==> src/rtl/strmem_engine.sv <==
module strmem_engine #(
  parameter int DW = 24,
  parameter int AW = 15,
  parameter int LW = 8
) (
  input  logic          clk,
  input  logic          rst_n,
  input  logic          start,
  input  logic [1:0]    op,
  input  logic [AW-1:0] addr_a,
  input  logic [AW-1:0] addr_b,
  input  logic [LW-1:0] len,
  input  logic [DW-1:0] konst,
  output logic          busy,
  output logic          done,
  output logic          err,
  output logic          res_lt,
  output logic          res_eq,
  output logic          res_gt,
  output logic          mem_req,
  output logic          mem_we,
  output logic [AW-1:0] mem_addr,
  output logic [DW-1:0] mem_wdata,
  input  logic          mem_gnt,
  input  logic [DW-1:0] mem_rdata
);
  localparam logic [1:0] OP_CMP2 = 2'd0, OP_CMPK = 2'd1, OP_COPY = 2'd2, OP_CLR = 2'd3;
  typedef enum logic [2:0] {S_IDLE, S_RA, S_DA, S_RB, S_DB, S_WR} st_t;

  st_t           st;
  logic [1:0]    op_r;
  logic [AW-1:0] pa, pb;
  logic [LW-1:0] cnt;
  logic [DW-1:0] konst_r, word_a;

  assign busy      = (st != S_IDLE);
  assign mem_req   = (st == S_RA) || (st == S_RB) || (st == S_WR);
  assign mem_we    = (st == S_WR);
  assign mem_addr  = (st == S_RA) ? pa : pb;
  assign mem_wdata = (op_r == OP_CLR) ? '0 : word_a;

  wire          last   = (cnt == LW'(1));
  wire          cmp_on = (st == S_DB) || (st == S_DA && op_r == OP_CMPK);
  wire [DW-1:0] cx     = (st == S_DB) ? word_a : mem_rdata;
  wire [DW-1:0] cy     = (st == S_DB) ? mem_rdata : konst_r;

  always_ff @(posedge clk) begin
    if (!rst_n) begin
      st <= S_IDLE; op_r <= OP_CMP2; pa <= '0; pb <= '0; cnt <= '0;
      konst_r <= '0; word_a <= '0; done <= 1'b0; err <= 1'b0;
      res_lt <= 1'b0; res_eq <= 1'b0; res_gt <= 1'b0;
    end else begin
      done <= 1'b0;
      case (st)
        S_IDLE: if (start) begin
          res_lt <= 1'b0; res_eq <= 1'b0; res_gt <= 1'b0;
          if (len == '0) begin
            done <= 1'b1;
            err  <= 1'b1;
          end else begin
            err <= 1'b0; op_r <= op; pa <= addr_a; pb <= addr_b;
            cnt <= len; konst_r <= konst;
            st  <= (op == OP_CLR) ? S_WR : S_RA;
          end
        end
        S_RA: if (mem_gnt) st <= S_DA;
        S_DA: begin
          word_a <= mem_rdata;
          if (op_r == OP_CMP2) st <= S_RB;
          else if (op_r == OP_COPY) st <= S_WR;
        end
        S_RB: if (mem_gnt) st <= S_DB;
        S_WR: if (mem_gnt) begin
          if (last) begin
            st <= S_IDLE; done <= 1'b1;
          end else begin
            cnt <= cnt - 1'b1; pa <= pa + 1'b1; pb <= pb + 1'b1;
            st  <= (op_r == OP_CLR) ? S_WR : S_RA;
          end
        end
        default: ;
      endcase
      if (cmp_on) begin
        if (cx != cy) begin
          res_lt <= (cx < cy); res_gt <= (cx > cy);
          done <= 1'b1; st <= S_IDLE;
        end else if (last) begin
          res_eq <= 1'b1; done <= 1'b1; st <= S_IDLE;
        end else begin
          cnt <= cnt - 1'b1; pa <= pa + 1'b1; pb <= pb + 1'b1; st <= S_RA;
        end
      end
    end
  end

  p_zero_len_r1: assert property (@(posedge clk) disable iff (!rst_n)
    (start && !busy && len == '0) |=> (done && err && !mem_req && !busy));

  p_hold_req_r7: assert property (@(posedge clk) disable iff (!rst_n)
    (mem_req && !mem_gnt) |=> (mem_req && $stable(mem_addr) && $stable(mem_we) && $stable(mem_wdata)));

  p_clear_zero_r6: assert property (@(posedge clk) disable iff (!rst_n)
    (mem_req && op_r == OP_CLR) |-> (mem_we && mem_wdata == '0));

  p_ignore_start_r8: assert property (@(posedge clk) disable iff (!rst_n)
    (busy && start) |=> (!busy || ($stable(op_r) && $stable(konst_r))));

  p_flags_onehot_r9: assert property (@(posedge clk) disable iff (!rst_n)
    $onehot0({res_lt, res_eq, res_gt}));

  p_done_pulse_r9: assert property (@(posedge clk) disable iff (!rst_n)
    done |-> (!busy && !mem_req) ##1 !done);
endmodule

==> config.mk <==
export PLATFORM = sky130hd
export DESIGN_NAME = strmem_engine
export DESIGN_NICKNAME = d
export VERILOG_FILES = /design/src/rtl/strmem_engine.sv
export SDC_FILE = /design/constraint.sdc
export NUM_CORES = 1
export LEC_CHECK = 0
export BUFFER_PORTS_ARGS = -buffer_cell sky130_fd_sc_hd__buf_2
export CAP_MARGIN = 25
export CORE_ASPECT_RATIO = 2
export CORE_MARGIN = 5
export CORE_UTILIZATION = 55
export DETAILED_ROUTE_END_ITERATION = 8
export HOLD_SLACK_MARGIN = 0.06
export PLACE_DENSITY = 0.88
export SYNTH_ARGS = -nofsm -noshare
export SYNTH_HDL_FRONTEND = slang
export SYNTH_SLANG_ARGS = --single-unit
==> constraint.sdc <==
create_clock -name clk -period 5.2 [get_ports clk]
set_input_delay 0.26 -clock clk [delete_from_list [all_inputs] [get_ports clk]]
set_output_delay 0.26 -clock clk [all_outputs]
set_load 0.05 [all_outputs]
# Yosys cells after proc, flatten, opt, wreduce, memory -nomap -nowiden
# Cells that the tools add are included.
# word_totals
inputBits	92
regBits	96
# classes
bitwise	1
add_sub_neg	3
n_eq_ne	17
n_reduce_logical	12
mux	63
n_lt_le_gt_ge	2
# op_table
operator	count
15-bit two-way mux	15
24-bit two-way mux	3
15-bit one-hot mux with 2 select lines	2
8-bit two-way mux	7
3-bit two-way mux	11
15-bit by 1-bit adder with 15-bit output, second input constant	2
24-bit > comparator	1
24-bit less-than comparator	1
24-bit inequality test	1
1-bit two-way mux	22
8-bit one-hot mux with 2 select lines	1
3-bit one-hot mux with 5 select lines	1
3-bit inequality test, second input constant	4
8-bit by 1-bit equality test with 1-bit output, second input constant	1
8-bit zero test	1
8-bit by 1-bit subtractor with 8-bit output, second input constant	1
7-bit AND reduction	1
2-bit equality test, second input constant	3
3-bit by 2-bit equality test with 1-bit output, second input constant	2
3-bit equality test, second input constant	2
6-bit nonzero test	1
4-bit by 2-bit inequality test with 1-bit output, second input constant	1
3-bit by 1-bit equality test with 1-bit output, second input constant	1
3-bit zero test	1
10 further kinds	12

# Longest topological paths before layout
# Gate-level depths: netlist of the first run.
# logic_depth
word_depth	7
ltp_mapped	14
ltp_nobuf	9

# Worst setup path before layout of the first run
# No wires, ideal clock.
# synth_timing
kind	reg-to-reg
start	register st[2]
end	register pa[3]
path_stages_with_launch	13
path_slack_ns	1.625
required_time_ns	5.078
setup_time_ns	0.122
n_path_buf	3
t_arrival_ns	3.453
cell_sequence	dfxtp_1 buf_2 nor3b_1 clkbuf_1 mux2_2 ha_1 nand4_1 nor4_4 nand4_1 and3_1 buf_6 a21o_1 a221o_1
# synth_between
elab_chain_len	5
elab_cells_between_ends	13
classes_between	4 x eq/ne; 6 x mux; 3 x reduce/logical
# synth_rtl
element	line	text
start, declared	30	st_t st;
start signal, assigned	63	st <= (op == OP_CLR) ? S_WR : S_RA;
start signal, assigned	78	st <= (op_r == OP_CLR) ? S_WR : S_RA;
3-bit equality test, or another cell as far along	43, 44, 45	
24-bit two-way mux, or another cell as far along	44	wire [DW-1:0] cx = (st == S_DB) ? word_a : mem_rdata;
24-bit inequality test or 15-bit two-way mux (tied branches)	84, 87	
15-bit two-way mux	84	if (cx != cy) begin
15-bit two-way mux *	83	if (cmp_on) begin
end signal, assigned	77	cnt <= cnt - 1'b1; pa <= pa + 1'b1; pb <= pb + 1'b1;
end, declared	32	logic [AW-1:0] pa, pb;
# Mark *: on every way between the ends. The rest lies on a longest branch, timed or not.
# A chain may end at the register's enable or synchronous reset.

# Worst setup path in the final report of the first run
# Ends and elaborated chain as after synthesis.

==> impl_results.md, run 1 <==
- GR Overflow Total: 0
- Initial antenna violation count: 0
- FFs w/ async S/R, synth: 0
- Vias per inst: 5.981
- Met2 Resource Use GR: 0.4751
- Req. time, crit path: between 5 and 6 ns
- CTS tree: yes
- Fin. max-slew vios: 0
- Worst IR Drop VDD: approximately 0.26 mV
- Vias in the first global route: 5,859
- YS warnings: 0
- Final Non-Filler Cells: approximately 1,000
- Routed wire length: roughly 17,000 um
- Final Wtd Congestion: around 0.94
- Row Count: 53
- Resized Gates After CTS: 0
- Critical Path AT: around 4.4 ns
- Worst-path clk slew: roughly 0.07 ns
- GRT met1 Usage: 0.2697
- RSZ-0062 raised after global routing: no
- # DRC: 0
- Register area share after synthesis: 0.3240
- Final Setup Violations: 0
- Largest net degree at the start of global routing: just under 60
- Number of routed nets with antenna violations: 0
- First-pass GRT wire length: roughly 28,000 um
- Drt wl/cell: between 15 and 20 um
- Post-CTS setup buffers: 0
- Pin slew with the least headroom to its limit: slightly below 1 ns
- Mean Syn Cell Area: between 8 and 9 um2
- IO buf count: approximately 140
- Mapped Nets: about 860
- Post-route clock period utilization: 0.7989
- Max Cap Viol: 0
- Die Height: between 150 and 200 um
- Pwr Total: roughly 3.3 mW
- Initial DRC Count: 332
- Highest clock rate: about 0.24 GHz
- Top_reg_cell synth: dfxtp_1
- Crit. End Element: flip-flop
- HPWL after DPL: around 13,000 um
- Outcome: completed
- Leak Pwr: about 2.8 nW
- Clock Latency Late Sink: roughly 0.35 ns
- CTS Buf Count: 9
- Gr usage total: 0.2567
- Top Usage Layer GRT: met2
- Minimum clock period: between 4 and 5 ns
- Pre-CTS setup slack: between 1 and 1.5 ns
- Mapped Cells: approximately 740
- Met3 Use GR: 0.04478
- Post-Place Cells: slightly below 1,000
- H-tree depth: 3
- Antenna fix cells: 0
- Initial Utilization: 0.5626
- Crit path max fanout: 48
- Synth Cell Area: around 6000 um2
- Post-CTS Hold Buffers: 0
- Slew margin rel.: 0.3452
- Register bit total from synthesis: between 90 and 100
- P&R area growth vs syn: 17.08%
- DIE AREA: 13,090 um2
- Setup TNS Final: 0 ns
- Core Region: 10,540 um2
- Clk buf depth: 2
- Critical path type: reg2reg
- Final worst slack: approximately 1.0 ns
- Pwr Density: between 400 and 500 nW/um2
- Final Hold Fails: 0
- CTS sink cnt: 96
- Number of I/O pins: around 140
- Die width: between 80 and 90 um
- DRT Pass-1 Iters: 5
- Min-Delay Path Class: in2reg
- Most frequent cells in the layout: nand2_1, buf_2, dfxtp_1
- Vias: 5,951
- Share of layout cells above drive strength 1: 0.2890
- Synth unique cells: 57
- Fin nets: a little under 1,000
- Clock Skew: between 0.007 and 0.008 ns
- Crit path launch type: flip-flop
- Post-synth EDFFs: 0
- CTS root buf: clkbuf_16
- Most common cell after layout, fill and taps aside: nand2_1
layout make-up:
type | instances | area [um2]
Fill cell | 900 | 3598
Inverter | 24 | 90.09
Timing Repair Buffer | 145 | 755.7
Sequential cell | 96 | 1922
Multi-Input combinational cell | 577 | 3709
Tap cell | 137 | 171.4
Clock buffer | 10 | 229.0
Clock inverter | 6 | 68.82
critical path, stage by stage, from the launching register on:
cell,delay [ns]
dfxtp_1,0.61
nor3b_2,0.33
buf_12,0.31
mux2_2,0.39
ha_1,0.31
nand4_1,0.17
nor3_1,0.57
a31oi_4,0.41
nor2_4,0.26
buf_4,0.40
a21o_1,0.17
a221o_1,0.14
power by group:
| part | internal (mW) | total (mW) | switching, mW |
|---|---|---|---|
| registers | 0.882 | 1.05 | 0.169 |
| clock network | 0.376 | 0.674 | 0.298 |
| logic | 0.567 | 1.59 | 1.02 |
| total | 1.83 | 3.32 | 1.49 |
synth_stat cells, drive strengths merged, types with 3 or more instances:
| cell type | n | area, um2 |
|---|---|---|
| or2 | 4 | 25.03 |
| a32oi | 3 | 26.28 |
| a21o | 9 | 67.56 |
| mux2i | 25 | 250.2 |
| nand2 | 159 | 596.8 |
| o21ai | 49 | 335.3 |
| and2 | 27 | 168.9 |
| and3 | 3 | 18.77 |
| ha | 28 | 350.3 |
| a211oi | 4 | 30.03 |
| buf | 17 | 122.6 |
| a221o | 3 | 30.03 |
| nor3 | 21 | 105.1 |
| nand3 | 17 | 85.08 |
| o22ai | 7 | 43.79 |
| a21oi | 92 | 520.5 |
| o211ai | 9 | 92.59 |
| clkbuf | 25 | 93.84 |
| a22oi | 9 | 67.56 |
| nand4 | 10 | 62.56 |
| inv | 24 | 90.09 |
| nor4 | 15 | 108.9 |
| dfxtp | 96 | 1922 |
| nor2 | 25 | 101.4 |
| mux2 | 32 | 360.4 |
logic make-up (layout without fill, tap and decap cells):
| group | after synthesis | count (layout) | synth area share |
|---|---|---|---|
| simple gates | 293 | 293 | 0.2339 |
| compound gates | 198 | 198 | 0.2270 |
| flops | 96 | 96 | 0.3240 |
| buf+inv | 66 | 185 | 0.05168 |
| mux | 57 | 57 | 0.1029 |
| fa+ha+maj | 28 | 28 | 0.05906 |
| xor+xnor | 1 | 1 | 0.001477 |
worst paths after layout:
path | start | endpoint | slack, ns | cells past startpoint
setup / recovery | st[2] | pa[3] | 1.05 | 11
hold / removal | addr_a[12] | pa[12] | 0.12 | 3
setup reg to reg | st[2] | pa[3] | 1.05 | 11
hold reg to reg | konst_r[2] | konst_r[2] | 0.46 | 2
per-stage QoR:
step	utilization	cell area (um2)	hold slack [ns]
after floorplan	-	5932	0.3760
after global placement	0.6305	6648	0.4407
after detailed placement	0.6305	6648	0.4475
after CTS	0.6587	6945	0.1182
after global routing	0.6587	6945	0.1231
final	0.6587	6945	0.1248
registers in the layout, indices dropped and copies added, names as in the netlist:
register,cells
pb,15
st,3
res_eq,1
res_gt,1
res_lt,1
done,1
konst_r,24
pa,15
op_r,2
cnt,8
err,1
word_a,24
metal layers:
metal	up-vias	routed length, um
li1	2863	-
met1	2792	6312
met2	232	9097
met3	64	908
met4	0	803
met5	-	0
(Power assumes the default switching activity.)
==> run 2, diff against run 1 <==
==> constraint.sdc (replaced) <==
create_clock -name clk -period 4.2 [get_ports clk]
set_input_delay 0.21 -clock clk [delete_from_list [all_inputs] [get_ports clk]]
set_output_delay 0.21 -clock clk [all_outputs]
set_load 0.05 [all_outputs]
==> run 2 against run 1 <==
  * Die area did not move
  * Global-route usage rose by 0.13 points
  * Clock power rose by 25%
  * Count of clock-buffer cells in the layout rose by 1
  * Via count fell by 0.10%
  * Wire length fell by 0.34%
  * Non-clock buffer count rose by 5
  * Critical path depth did not move
  * Design area rose by 0.83%
  * Utilization rose by 0.55 points
==> impl_results.md, run 2 (same netlist as run 1, synthesis figures left out) <==
- Outcome: completed
- Initial DRC Count: 377 (+14%)
- Highest clock rate: 0.2561 GHz (+6.4%)
- Final worst slack: 0.2960 ns (-0.7496 ns)
- Initial antenna violation count: 0 (unchanged)
- IO buf count: 138 (unchanged)
- Sw Pwr: 1.836 mW (+23%)
- CTS sink cnt: 96 (unchanged)
- Antenna fix cells: 0 (unchanged)
- Buffer and inverter count on the worst path: 2 (unchanged)
- Slew margin rel.: 0.3709 (+0.02569)
- Pin slew with the least headroom to its limit: 0.9426 ns (-0.03957 ns)
- Pre-CTS setup slack: 0.3529 ns (-0.7813 ns)
- Row Count: 53 (unchanged)
- Worst path most repeated cell: nand4_1
- Routed wire length: 17,060 um (-0.34%)
- CTS tree: yes
- Minimum clock period: 3.904 ns (-0.2504 ns)
- Crit path max fanout: 48 (unchanged)
- HPWL after DPL: 12,520 um (-0.79%)
- Die width: 83.44 um (unchanged)
- Drt wl/cell: 17.08 um (-0.74%)
- CTS Buf Count: 9 (unchanged)
- First-pass GRT wire length: 27,680 um (+0.52%)
- Vias per inst: 5.951 (-0.50%)
- Post-Place Cells: 984 (+0.51%)
- Setup TNS Final: 0 ns (unchanged)
- Final Hold Fails: 0 (unchanged)
- Die Height: 156.9 um (unchanged)
- Number of routed nets with antenna violations: 0 (unchanged)
- Post-route clock period utilization: 0.9295 (+0.1306)
- H-tree depth: 3 (unchanged)
- Core Region: 10,540 um2 (unchanged)
- Clk buf depth: 2 (unchanged)
- Crit. End Element: flip-flop
- Vias in the first global route: 5,894 (+0.60%)
- Final Non-Filler Cells: 999 (+0.40%)
- Vias: 5,945 (-0.10%)
- Post-CTS Hold Buffers: 0 (unchanged)
- CTS root buf: clkbuf_16
- Most frequent cells in the layout: nand2_1, buf_2, dfxtp_1
- Clock power share: 0.204 (about the same)
- Critical path type: reg2reg
- DRT Pass-1 Iters: 4 (-1)
- Critical Path AT: 4.13 ns (-0.31 ns)
- Pwr Total: 4.134 mW (+25%)
- Resized Gates After CTS: 0 (unchanged)
- Fin nets: 978 (+0.51%)
- Worst IR Drop VDD: 0.3421 mV (+34%)
- Clock Skew: 0.01078 ns (+0.003467 ns)
- DIE AREA: 13,090 um2 (unchanged)
- Min-Delay Path Class: in2reg
- Req. time, crit path: 4.43 ns (-1.06 ns)
- CP top delay family: simple AND/OR/NAND/NOR gates
- Worst-path clk slew: 0.07 ns (about the same)
- Initial Utilization: 0.5626 (unchanged)
- Number of I/O pins: 139 (unchanged)
- GR Overflow Total: 0 (unchanged)
- Sequential share of power: 0.314 (-0.003)
- # DRC: 0 (unchanged)
- Largest net degree at the start of global routing: 49 (-16%)
- Sw frac: 0.4441 (-0.005550)
- CP cell instances: nor3b_2 -> buf_12 -> mux2_2 -> ha_1 -> nand4_1 -> nor4_4 -> nand4_1 -> and3_1 -> buf_4 -> o21ai_2 -> o211ai_2
- Share of layout cells above drive strength 1: 0.2935 (+0.004459)
- Leak Pwr: 2.796 nW (+1.3%)
- Pwr Density: 590.3 nW/um2 (+24%)
- Clock Latency Late Sink: 0.35 ns (about the same)
- Internal Power: 2.298 mW (+26%)
- Crit path launch type: flip-flop
- Slowest-stage cell, CP: dfxtp_1
- CP max stage delay: 0.59 ns (-0.02 ns)
- Comb pwr share: 0.482 (+0.002)
- Fin. max-slew vios: 0 (unchanged)
- Most common cell after layout, fill and taps aside: nand2_1
- Top flop regs: konst_r x24, word_a x24
- Final Setup Violations: 0 (unchanged)
- Final Wtd Congestion: 0.9114 (-2.7%)
- Gr usage total: 0.2580 (+0.001316)
- RSZ-0062 raised after global routing: no
- Post-CTS setup buffers: 0 (unchanged)
- Max Cap Viol: 0 (unchanged)
- Fill count: 878 (-2.4%)
- P&R area growth vs syn: 18.06%
run 2: cell count changes in the layout (fill, tap and decap cells not counted):
cell,delta
buf_4,+4
buf_12,+1
clkinvlp_4,-1
clkbuf_8,+2
clkinv_4,-1
clkbuf_1,-1
run 2: routing by layer:
| metal | GRT usage | routed length, um | vias to the layer above | share of wire |
|---|---|---|---|---|
| li1 | - | - | 2869 | - |
| met1 | 0.2632 | 6042 | 2775 | 0.35 |
| met2 | 0.4954 | 9327 | 246 | 0.55 |
| met3 | 0.04742 | 1078 | 55 | 0.063 |
| met4 | 0.1288 | 616 | 0 | 0.036 |
| met5 | 0 | 0 | - | 0 |
run 2: worst paths after layout:
| path | cells past startpoint | slack (ns) | to | start |
|---|---|---|---|---|
| worst max-delay path | 11 | 0.30 | pb[12] | st[2] |
| worst min-delay path | 3 | 0.07 | pa[9] | addr_a[9] |
| worst max register to register | 11 | 0.30 | pb[12] | st[2] |
| worst min register to register | 2 | 0.45 | konst_r[5] | konst_r[5] |
run 2: worst register-to-register path: stages (launching register included):
cell and delay, ns:
dfxtp_1 0.59, nor3b_2 0.32, buf_12 0.31, mux2_2 0.40
ha_1 0.30, nand4_1 0.21, nor4_4 0.53, nand4_1 0.21
and3_1 0.40, buf_4 0.28, o21ai_2 0.16, o211ai_2 0.09
run 2: layout make-up:
class	instances	area, um2	area share
inverters	24	90.09	0.01286
clock inverters	4	52.55	0.007504
clock buffers	11	252.7	0.03609
well taps	137	171.4	0.02448
flip-flops and latches	96	1922	0.2744
multi-input cells	577	3709	0.5296
repair buffers	150	805.8	0.1151
run 2: metrics by stage:
stage                     utilization  hold slack, ns  instance area [um2]
after global routing           0.6642         0.08746                 7003
after global placement         0.6352          0.4267                 6698
after floorplan                     -          0.3260                 5932
after CTS                      0.6642         0.07013                 7003
final                          0.6642         0.07487                 7003
after detailed placement       0.6352          0.4292                 6698
run 2: power by group through the flow:
stage | sequential [mW] | combinational [mW] | clock, mW
after floorplan | 1.26 | 1.54 | 0
after global placement | 1.30 | 1.91 | 0
after detailed placement | 1.31 | 1.96 | 0
after CTS | 1.29 | 2.00 | 0.852
after global routing | 1.32 | 2.17 | 0.889
final | 1.30 | 1.99 | 0.843
